### src/rtl/flash_irq_pkg.sv
package flash_irq_pkg;

  localparam int CODE_W = 16;
  localparam int WORD_W = 16;

  // flag indices inside the internal flag vector
  localparam int FL_RST = 0;
  localparam int FL_ERS = 1;
  localparam int FL_PGM = 2;
  localparam int FL_N   = 3;

  // bit positions of each flag inside the status word
  localparam int POS_PGM = 6;
  localparam int POS_ERS = 5;
  localparam int POS_RST = 4;

  localparam int N_PGM_CODES = 5;
  localparam int N_ERS_CODES = 3;
  localparam int N_RST_CODES = 3;

  localparam logic [CODE_W-1:0] PGM_CODES [N_PGM_CODES] =
    '{16'h0080, 16'h001A, 16'h001B, 16'h007D, 16'h007F};
  localparam logic [CODE_W-1:0] ERS_CODES [N_ERS_CODES] =
    '{16'h0094, 16'h0095, 16'h0030};
  localparam logic [CODE_W-1:0] RST_CODES [N_RST_CODES] =
    '{16'h00B0, 16'h00F0, 16'h00F3};

endpackage

### src/rtl/irq_code_match.sv
// Compares one completion code against a parameterised list of codes.
module irq_code_match #(
  parameter int CODE_W = 16,
  parameter int N      = 1,
  parameter logic [CODE_W-1:0] CODES [N] = '{default: '0}
) (
  input  logic              vld,
  input  logic [CODE_W-1:0] code,
  output logic              hit
);
  logic [N-1:0] eq;

  for (genvar i = 0; i < N; i++) begin : g_cmp
    assign eq[i] = (code == CODES[i]);
  end

  assign hit = vld & (|eq);
endmodule

### src/rtl/irq_warm_release.sv
// Produces a one-cycle release pulse in the first cycle after a warm reset ends.
module irq_warm_release (
  input  logic clk,
  input  logic rst_cold,
  input  logic rst_warm,
  output logic release_p
);
  logic warm_q;

  always_ff @(posedge clk) begin
    if (rst_cold) warm_q <= 1'b0;
    else          warm_q <= rst_warm;
  end

  assign release_p = warm_q & ~rst_warm & ~rst_cold;
endmodule

### src/rtl/irq_flag_cell.sv
// One pending flag. Priority: cold > warm/hot > set > clear > hold.
module irq_flag_cell #(
  parameter logic SOFT_VAL = 1'b0
) (
  input  logic clk,
  input  logic rst_cold,
  input  logic rst_soft,
  input  logic set_ev,
  input  logic clr_ev,
  output logic flag_q,
  output logic flag_nxt
);
  always_comb begin
    if (rst_cold)      flag_nxt = 1'b0;
    else if (rst_soft) flag_nxt = SOFT_VAL;
    else if (set_ev)   flag_nxt = 1'b1;
    else if (clr_ev)   flag_nxt = 1'b0;
    else               flag_nxt = flag_q;
  end

  always_ff @(posedge clk) begin
    flag_q <= flag_nxt;
  end
endmodule

### src/rtl/flash_irq_status.sv
module flash_irq_status
  import flash_irq_pkg::*;
#(
  parameter int CW = CODE_W,
  parameter int DW = WORD_W
) (
  input  logic          clk,
  input  logic          rst_cold,
  input  logic          rst_warm,
  input  logic          rst_hot,
  input  logic          done_vld,
  input  logic [CW-1:0] done_cmd,
  input  logic          reg_wr,
  input  logic [DW-1:0] reg_wdata,
  input  logic          cmd_wr,
  input  logic          auto_clr,
  output logic [DW-1:0] rd_data,
  output logic          irq
);
  localparam int POS [FL_N] = '{POS_RST, POS_ERS, POS_PGM};

  logic [FL_N-1:0] hit, set_ev, clr_ev, flag_q, flag_nxt;
  logic            warm_rel, rst_soft, auto_hit;
  logic            irq_q;
  logic            unused_wdata_bits;

  irq_code_match #(.CODE_W(CW), .N(N_PGM_CODES), .CODES(PGM_CODES)) u_pgm_match (
    .vld(done_vld), .code(done_cmd), .hit(hit[FL_PGM]));
  irq_code_match #(.CODE_W(CW), .N(N_ERS_CODES), .CODES(ERS_CODES)) u_ers_match (
    .vld(done_vld), .code(done_cmd), .hit(hit[FL_ERS]));
  irq_code_match #(.CODE_W(CW), .N(N_RST_CODES), .CODES(RST_CODES)) u_rst_match (
    .vld(done_vld), .code(done_cmd), .hit(hit[FL_RST]));

  irq_warm_release u_warm_rel (
    .clk(clk), .rst_cold(rst_cold), .rst_warm(rst_warm), .release_p(warm_rel));

  assign rst_soft = rst_warm | rst_hot;
  assign auto_hit = cmd_wr & auto_clr;

  for (genvar f = 0; f < FL_N; f++) begin : g_flag
    if (f == FL_RST) begin : g_rst_set
      assign set_ev[f] = hit[f] | warm_rel;
    end else begin : g_op_set
      assign set_ev[f] = hit[f];
    end
    assign clr_ev[f] = (reg_wr & ~reg_wdata[POS[f]]) | auto_hit;

    irq_flag_cell #(.SOFT_VAL(f == FL_RST)) u_cell (
      .clk(clk), .rst_cold(rst_cold), .rst_soft(rst_soft),
      .set_ev(set_ev[f]), .clr_ev(clr_ev[f]),
      .flag_q(flag_q[f]), .flag_nxt(flag_nxt[f]));
  end

  always_ff @(posedge clk) begin
    irq_q <= |flag_nxt;
  end

  always_comb begin
    rd_data = '0;
    for (int f = 0; f < FL_N; f++) rd_data[POS[f]] = flag_q[f];
  end

  assign irq = irq_q;
  assign unused_wdata_bits = ^reg_wdata;
endmodule

### config.mk
export PLATFORM = sky130hd
export DESIGN_NAME = flash_irq_status
export DESIGN_NICKNAME = d
export VERILOG_FILES = /design/src/rtl/flash_irq_pkg.sv /design/src/rtl/irq_code_match.sv /design/src/rtl/irq_warm_release.sv /design/src/rtl/irq_flag_cell.sv /design/src/rtl/flash_irq_status.sv
export SDC_FILE = /design/constraint.sdc
export NUM_CORES = 1
export LEC_CHECK = 0
export ABC_AREA = 1
export BUFFER_PORTS_ARGS = -buffer_cell sky130_fd_sc_hd__clkbuf_2
export CAP_MARGIN = 20
export CORE_MARGIN = 10
export CORE_UTILIZATION = 34
export CTS_CLUSTER_DIAMETER = 80
export DETAILED_ROUTE_END_ITERATION = 12
export HOLD_SLACK_MARGIN = 0.15
export PLACE_DENSITY = 0.77
export SETUP_SLACK_MARGIN = 0.2
export SLEW_MARGIN = 20
export SYNTH_ARGS = -nofsm -noshare
export SYNTH_HDL_FRONTEND = slang
export SYNTH_SLANG_ARGS = --single-unit
### constraint.sdc
create_clock -name clk -period 0.9 [get_ports clk]
set_input_delay 0.045 -clock clk [delete_from_list [all_inputs] [get_ports clk]]
set_output_delay 0.045 -clock clk [all_outputs]
set_load 0.01 [all_outputs]
==> results_tabular.tex <==
\begin{tabular}{lr}
\hline
Metric & Value \\
\hline
\multicolumn{2}{l}{\textbf{Die}} \\
Number of primary I/O pins & 57 \\
Initial Util & 36.69\% \\
Die Wd & 60.79 um \\
Vertical die dimension & 60.79 um \\
Placement row count & 14 \\
Standard cell core area & 1541 sq um \\
Area of the die & 3695 sq um \\
\multicolumn{2}{l}{\textbf{Cells and area}} \\
Net total in the final layout & 171 \\
Area growth from synthesis to layout & 26.99\% \\
Antenna Diode Count & 0 \\
Design Area, Final & 718.2 sq um \\
Number of fill cells & 172 \\
Share of the core filled with cells & 46.59\% \\
Share of final-layout standard cells stronger than drive strength 1 & 40.77\% \\
\multicolumn{2}{l}{\textbf{STA}} \\
Final hold viol count & 0 \\
Maximum clock skew at final layout & 0.003564 ns \\
Highest clock rate & 1.147 GHz \\
Post-layout minimum cycle time & 0.8721 ns \\
Final worst path period share & 96.90\% \\
Unrepaired setup endpoints after global routing & yes \\
Smallest setup slack after layout & 0.02788 ns \\
Setup-violating endpoint count in the final report & 0 \\
Tightest hold margin & 0.1191 ns \\
Total count of max-transition violations in the final report & 0 \\
\multicolumn{2}{l}{\textbf{Drt}} \\
Iter 0 DRT Violations & 10 \\
Number of vias per cell & 4.089 \\
First drt pass iteration count & 2 \\
Antenna-violating nets left & 0 \\
Total Wirelength & 1.543 mm \\
DRC errors left & 0 \\
DR vias & 597 \\
WL/cell & 10.57 um \\
\multicolumn{2}{l}{\textbf{Placed design}} \\
Final HPWL from detailed placement & 1.335 mm \\
Placer congestion estimate & 0.8002 \\
Area after DPL & 660.6 sq um \\
Quantity of I/O buffers inserted on ports & 30 \\
Post-placement setup slack & 0.05763 ns \\
\multicolumn{2}{l}{\textbf{Clocking}} \\
Reg clk slew, reported paths & 0.04 ns \\
Cell at the root of the clock tree & sky130\_fd\_sc\_hd\_\_clkbuf\_4 \\
Clock insertion delay at the later pin of the skew report & 0.24 ns \\
Clock Path Buffers & 2 \\
CTS buffer count & 3 \\
Number of hold buffers added after cts & 1 \\
Max H-tree Level & 1 \\
Clock tree from TritonCTS & yes \\
CTS sink count & 5 \\
\multicolumn{2}{l}{\textbf{Worst setup path}} \\
Number of cells on the worst reg-to-reg path & 5 \\
Start of the worst register-to-register path & g\_flag[0].u\_cell.flag\_q \\
Data arrival time of the critical path & 1.00 ns \\
Setup slack, reg-to-reg & 0.03 ns \\
Capture point of the worst reg-to-reg path & irq \\
Cell-by-cell listing of the critical path & o21a\_1 > a21oi\_2 > nand2\_1 > nand2\_2 > nand3\_2 \\
Category of cells accounting for the largest share of critical-path delay & flip-flops \\
Critical path class & flip-flop to flip-flop \\
Buf+Inv Stages, Crit Path & 0 \\
Max stage delay cell, worst path & sky130\_fd\_sc\_hd\_\_dfxtp\_1 \\
Crit path max fanout & 2 \\
Required time worst endpoint & 1.03 ns \\
Largest stage delay on the critical path & 0.30 ns \\
Category of the worst setup path capture point & flip-flop \\
CP Launch Type & flip-flop \\
\multicolumn{2}{l}{\textbf{Hold path}} \\
Hold-critical path depth & 4 \\
Start point of the worst hold path & rst\_cold \\
Worst hold-check path type & input port to flip-flop \\
Hold Path Sink & irq \\
\multicolumn{2}{l}{\textbf{Synth}} \\
Warnings, synthesis & 0 \\
Total of flip-flops plus latches after synthesis & 5 \\
Count of mapped cells out of synthesis & 99 \\
Commonest cells post-synth & sky130\_fd\_sc\_hd\_\_nand2\_1 (27), sky130\_fd\_sc\_hd\_\_buf\_4 (16), sky130\_fd\_sc\_hd\_\_nor2\_1 (15) \\
Cell area after synthesis & 565.5 sq um \\
Top-count cell post-synth & sky130\_fd\_sc\_hd\_\_nand2\_1 \\
Cell variety after synth & 18 \\
Top\_reg\_cell synth & sky130\_fd\_sc\_hd\_\_dfxtp\_1 \\
Synth area leaders & sky130\_fd\_sc\_hd\_\_buf\_4 (21\%), sky130\_fd\_sc\_hd\_\_nand2\_1 (18\%), sky130\_fd\_sc\_hd\_\_dfxtp\_1 (18\%), sky130\_fd\_sc\_hd\_\_nor2\_1 (10\%), sky130\_fd\_sc\_hd\_\_inv\_1 (7.3\%) \\
Number of enable flip-flop cells after synthesis & 0 \\
Cell taking the most area after synthesis & sky130\_fd\_sc\_hd\_\_buf\_4 \\
Share of async-settable or async-resettable flops after synthesis & 0\% \\
Fraction of the yosys area taken by sequential cells & 17.70\% \\
Mean cell area of the mapped netlist & 5.713 sq um \\
Fraction of synthesized cell area taken by the top area cell type & 21.24\% \\
\multicolumn{2}{l}{\textbf{Pwr}} \\
Pwr Total & 680.2 uW \\
Cell Pwr Density & 947.1 nW/um\^{}2 \\
Static leakage & 0.0004566 uW \\
VDD IR-drop max & 0.7281 mV \\
\multicolumn{2}{l}{\textbf{Global route}} \\
Initial antenna violation count & 0 \\
Global routing usage summed across all routing layers & 7.692\% \\
Vias in the first global route & 613 \\
Global-route wire length before repair & 2.346 mm \\
Largest net degree at the start of global routing & 5 \\
Remaining Overflow, GRT & 0 \\
\multicolumn{2}{l}{\textbf{Status}} \\
Status & complete, no violations \\
\multicolumn{2}{l}{\textbf{Run}} \\
Max Cap Viol & 0 \\
\hline
\end{tabular}
==> report_power, final <==
| group | leakage, uW | total (uW) | internal [uW] | switching (uW) |
|---|---|---|---|---|
| combinational | 0.000399 | 191 | 77.0 | 114 |
| clock | 0.0000150 | 255 | 167 | 88.0 |
| sequential | 0.0000423 | 234 | 231 | 2.21 |
| total | 0.000457 | 680 | 476 | 205 |
==> layer usage <==
layer,vias to the layer above,track usage (%),wire (um)
li1,327,-,-
met4,0,1.881,0
met1,244,7.416,586
met3,0,3.758,163
met2,26,14.26,793
met5,-,0,0
==> how the worst max path moves through the flow <==
| stage | startpoint | end | slack, ns | depth (start not counted) |
|---|---|---|---|---|
| 2_1_floorplan | g_flag[0].u_cell.flag_q | irq | 0.11 | 5 |
| 5_1_grt | g_flag[0].u_cell.flag_q | irq | -0.02 | 5 |
| 6_report | g_flag[0].u_cell.flag_q | irq | 0.03 | 5 |
| 3_3_place_gp | g_flag[0].u_cell.flag_q | irq | 0.07 | 5 |
| 4_1_cts | g_flag[0].u_cell.flag_q | irq | 0.06 | 5 |
| 3_5_place_dp | done_cmd[13] | irq | 0.06 | 8 |
==> tightest hold or removal path: stages <==
cell and delay (ns):
sky130_fd_sc_hd__clkbuf_2 0.10, sky130_fd_sc_hd__inv_1 0.08, sky130_fd_sc_hd__nand2_2 0.06, sky130_fd_sc_hd__nand3_2 0.05
==> stage by stage <==
step / setup TNS, ns / instances
after CTS: 0 / 146
final: 0 / 146
after floorplan: 0 / 111
after global placement: 0 / 141
after global routing: -0.03071 / 146
after detailed placement: 0 / 141
==> final cells by class <==
class | count | area, sq um | area share [%]
Multi-Input combinational cell | 73 | 332.8 | 46.34
Timing Repair Buffer | 31 | 172.7 | 24.04
Sequential cell | 5 | 102.6 | 14.29
Inverter | 17 | 63.81 | 8.885
Clock buffer | 4 | 26.28 | 3.659
Tap cell | 16 | 20.02 | 2.787
==> what timing repair did <==
item,CTS,global route
setup buffers,0,0
hold endpoints to repair,5,2
resized for setup,3,8
pin swaps,2,5
setup endpoints to repair,8,8
==> layout by cell type (no fill, tap or decap), types with 2 or more instances in the layout <==
master,n
sky130_fd_sc_hd__nand3_1,3
sky130_fd_sc_hd__nand2_2,6
sky130_fd_sc_hd__dfxtp_2,2
sky130_fd_sc_hd__inv_1,10
sky130_fd_sc_hd__nor2_1,15
sky130_fd_sc_hd__buf_6,2
sky130_fd_sc_hd__dfxtp_1,3
sky130_fd_sc_hd__conb_1,13
sky130_fd_sc_hd__nor2_2,2
sky130_fd_sc_hd__inv_2,7
sky130_fd_sc_hd__clkbuf_2,26
sky130_fd_sc_hd__buf_2,2
sky130_fd_sc_hd__nand2_1,26
sky130_fd_sc_hd__clkbuf_4,3
==> cells by family after synthesis <==
family | share of synthesized area (%)
other | 0.6631
buffers and inverters | 32.52
DFF | 17.70
and+or+nand+nor | 42.92
AOI/OAI and AO/OA | 6.194
==> registers in the layout (all words and copies together), names as in the netlist <==
signal	cells
g_flag.u_cell.flag_q	3
irq	1
u_warm_rel.warm_q	1
Note: power is estimated with default switching activity, not from simulation.
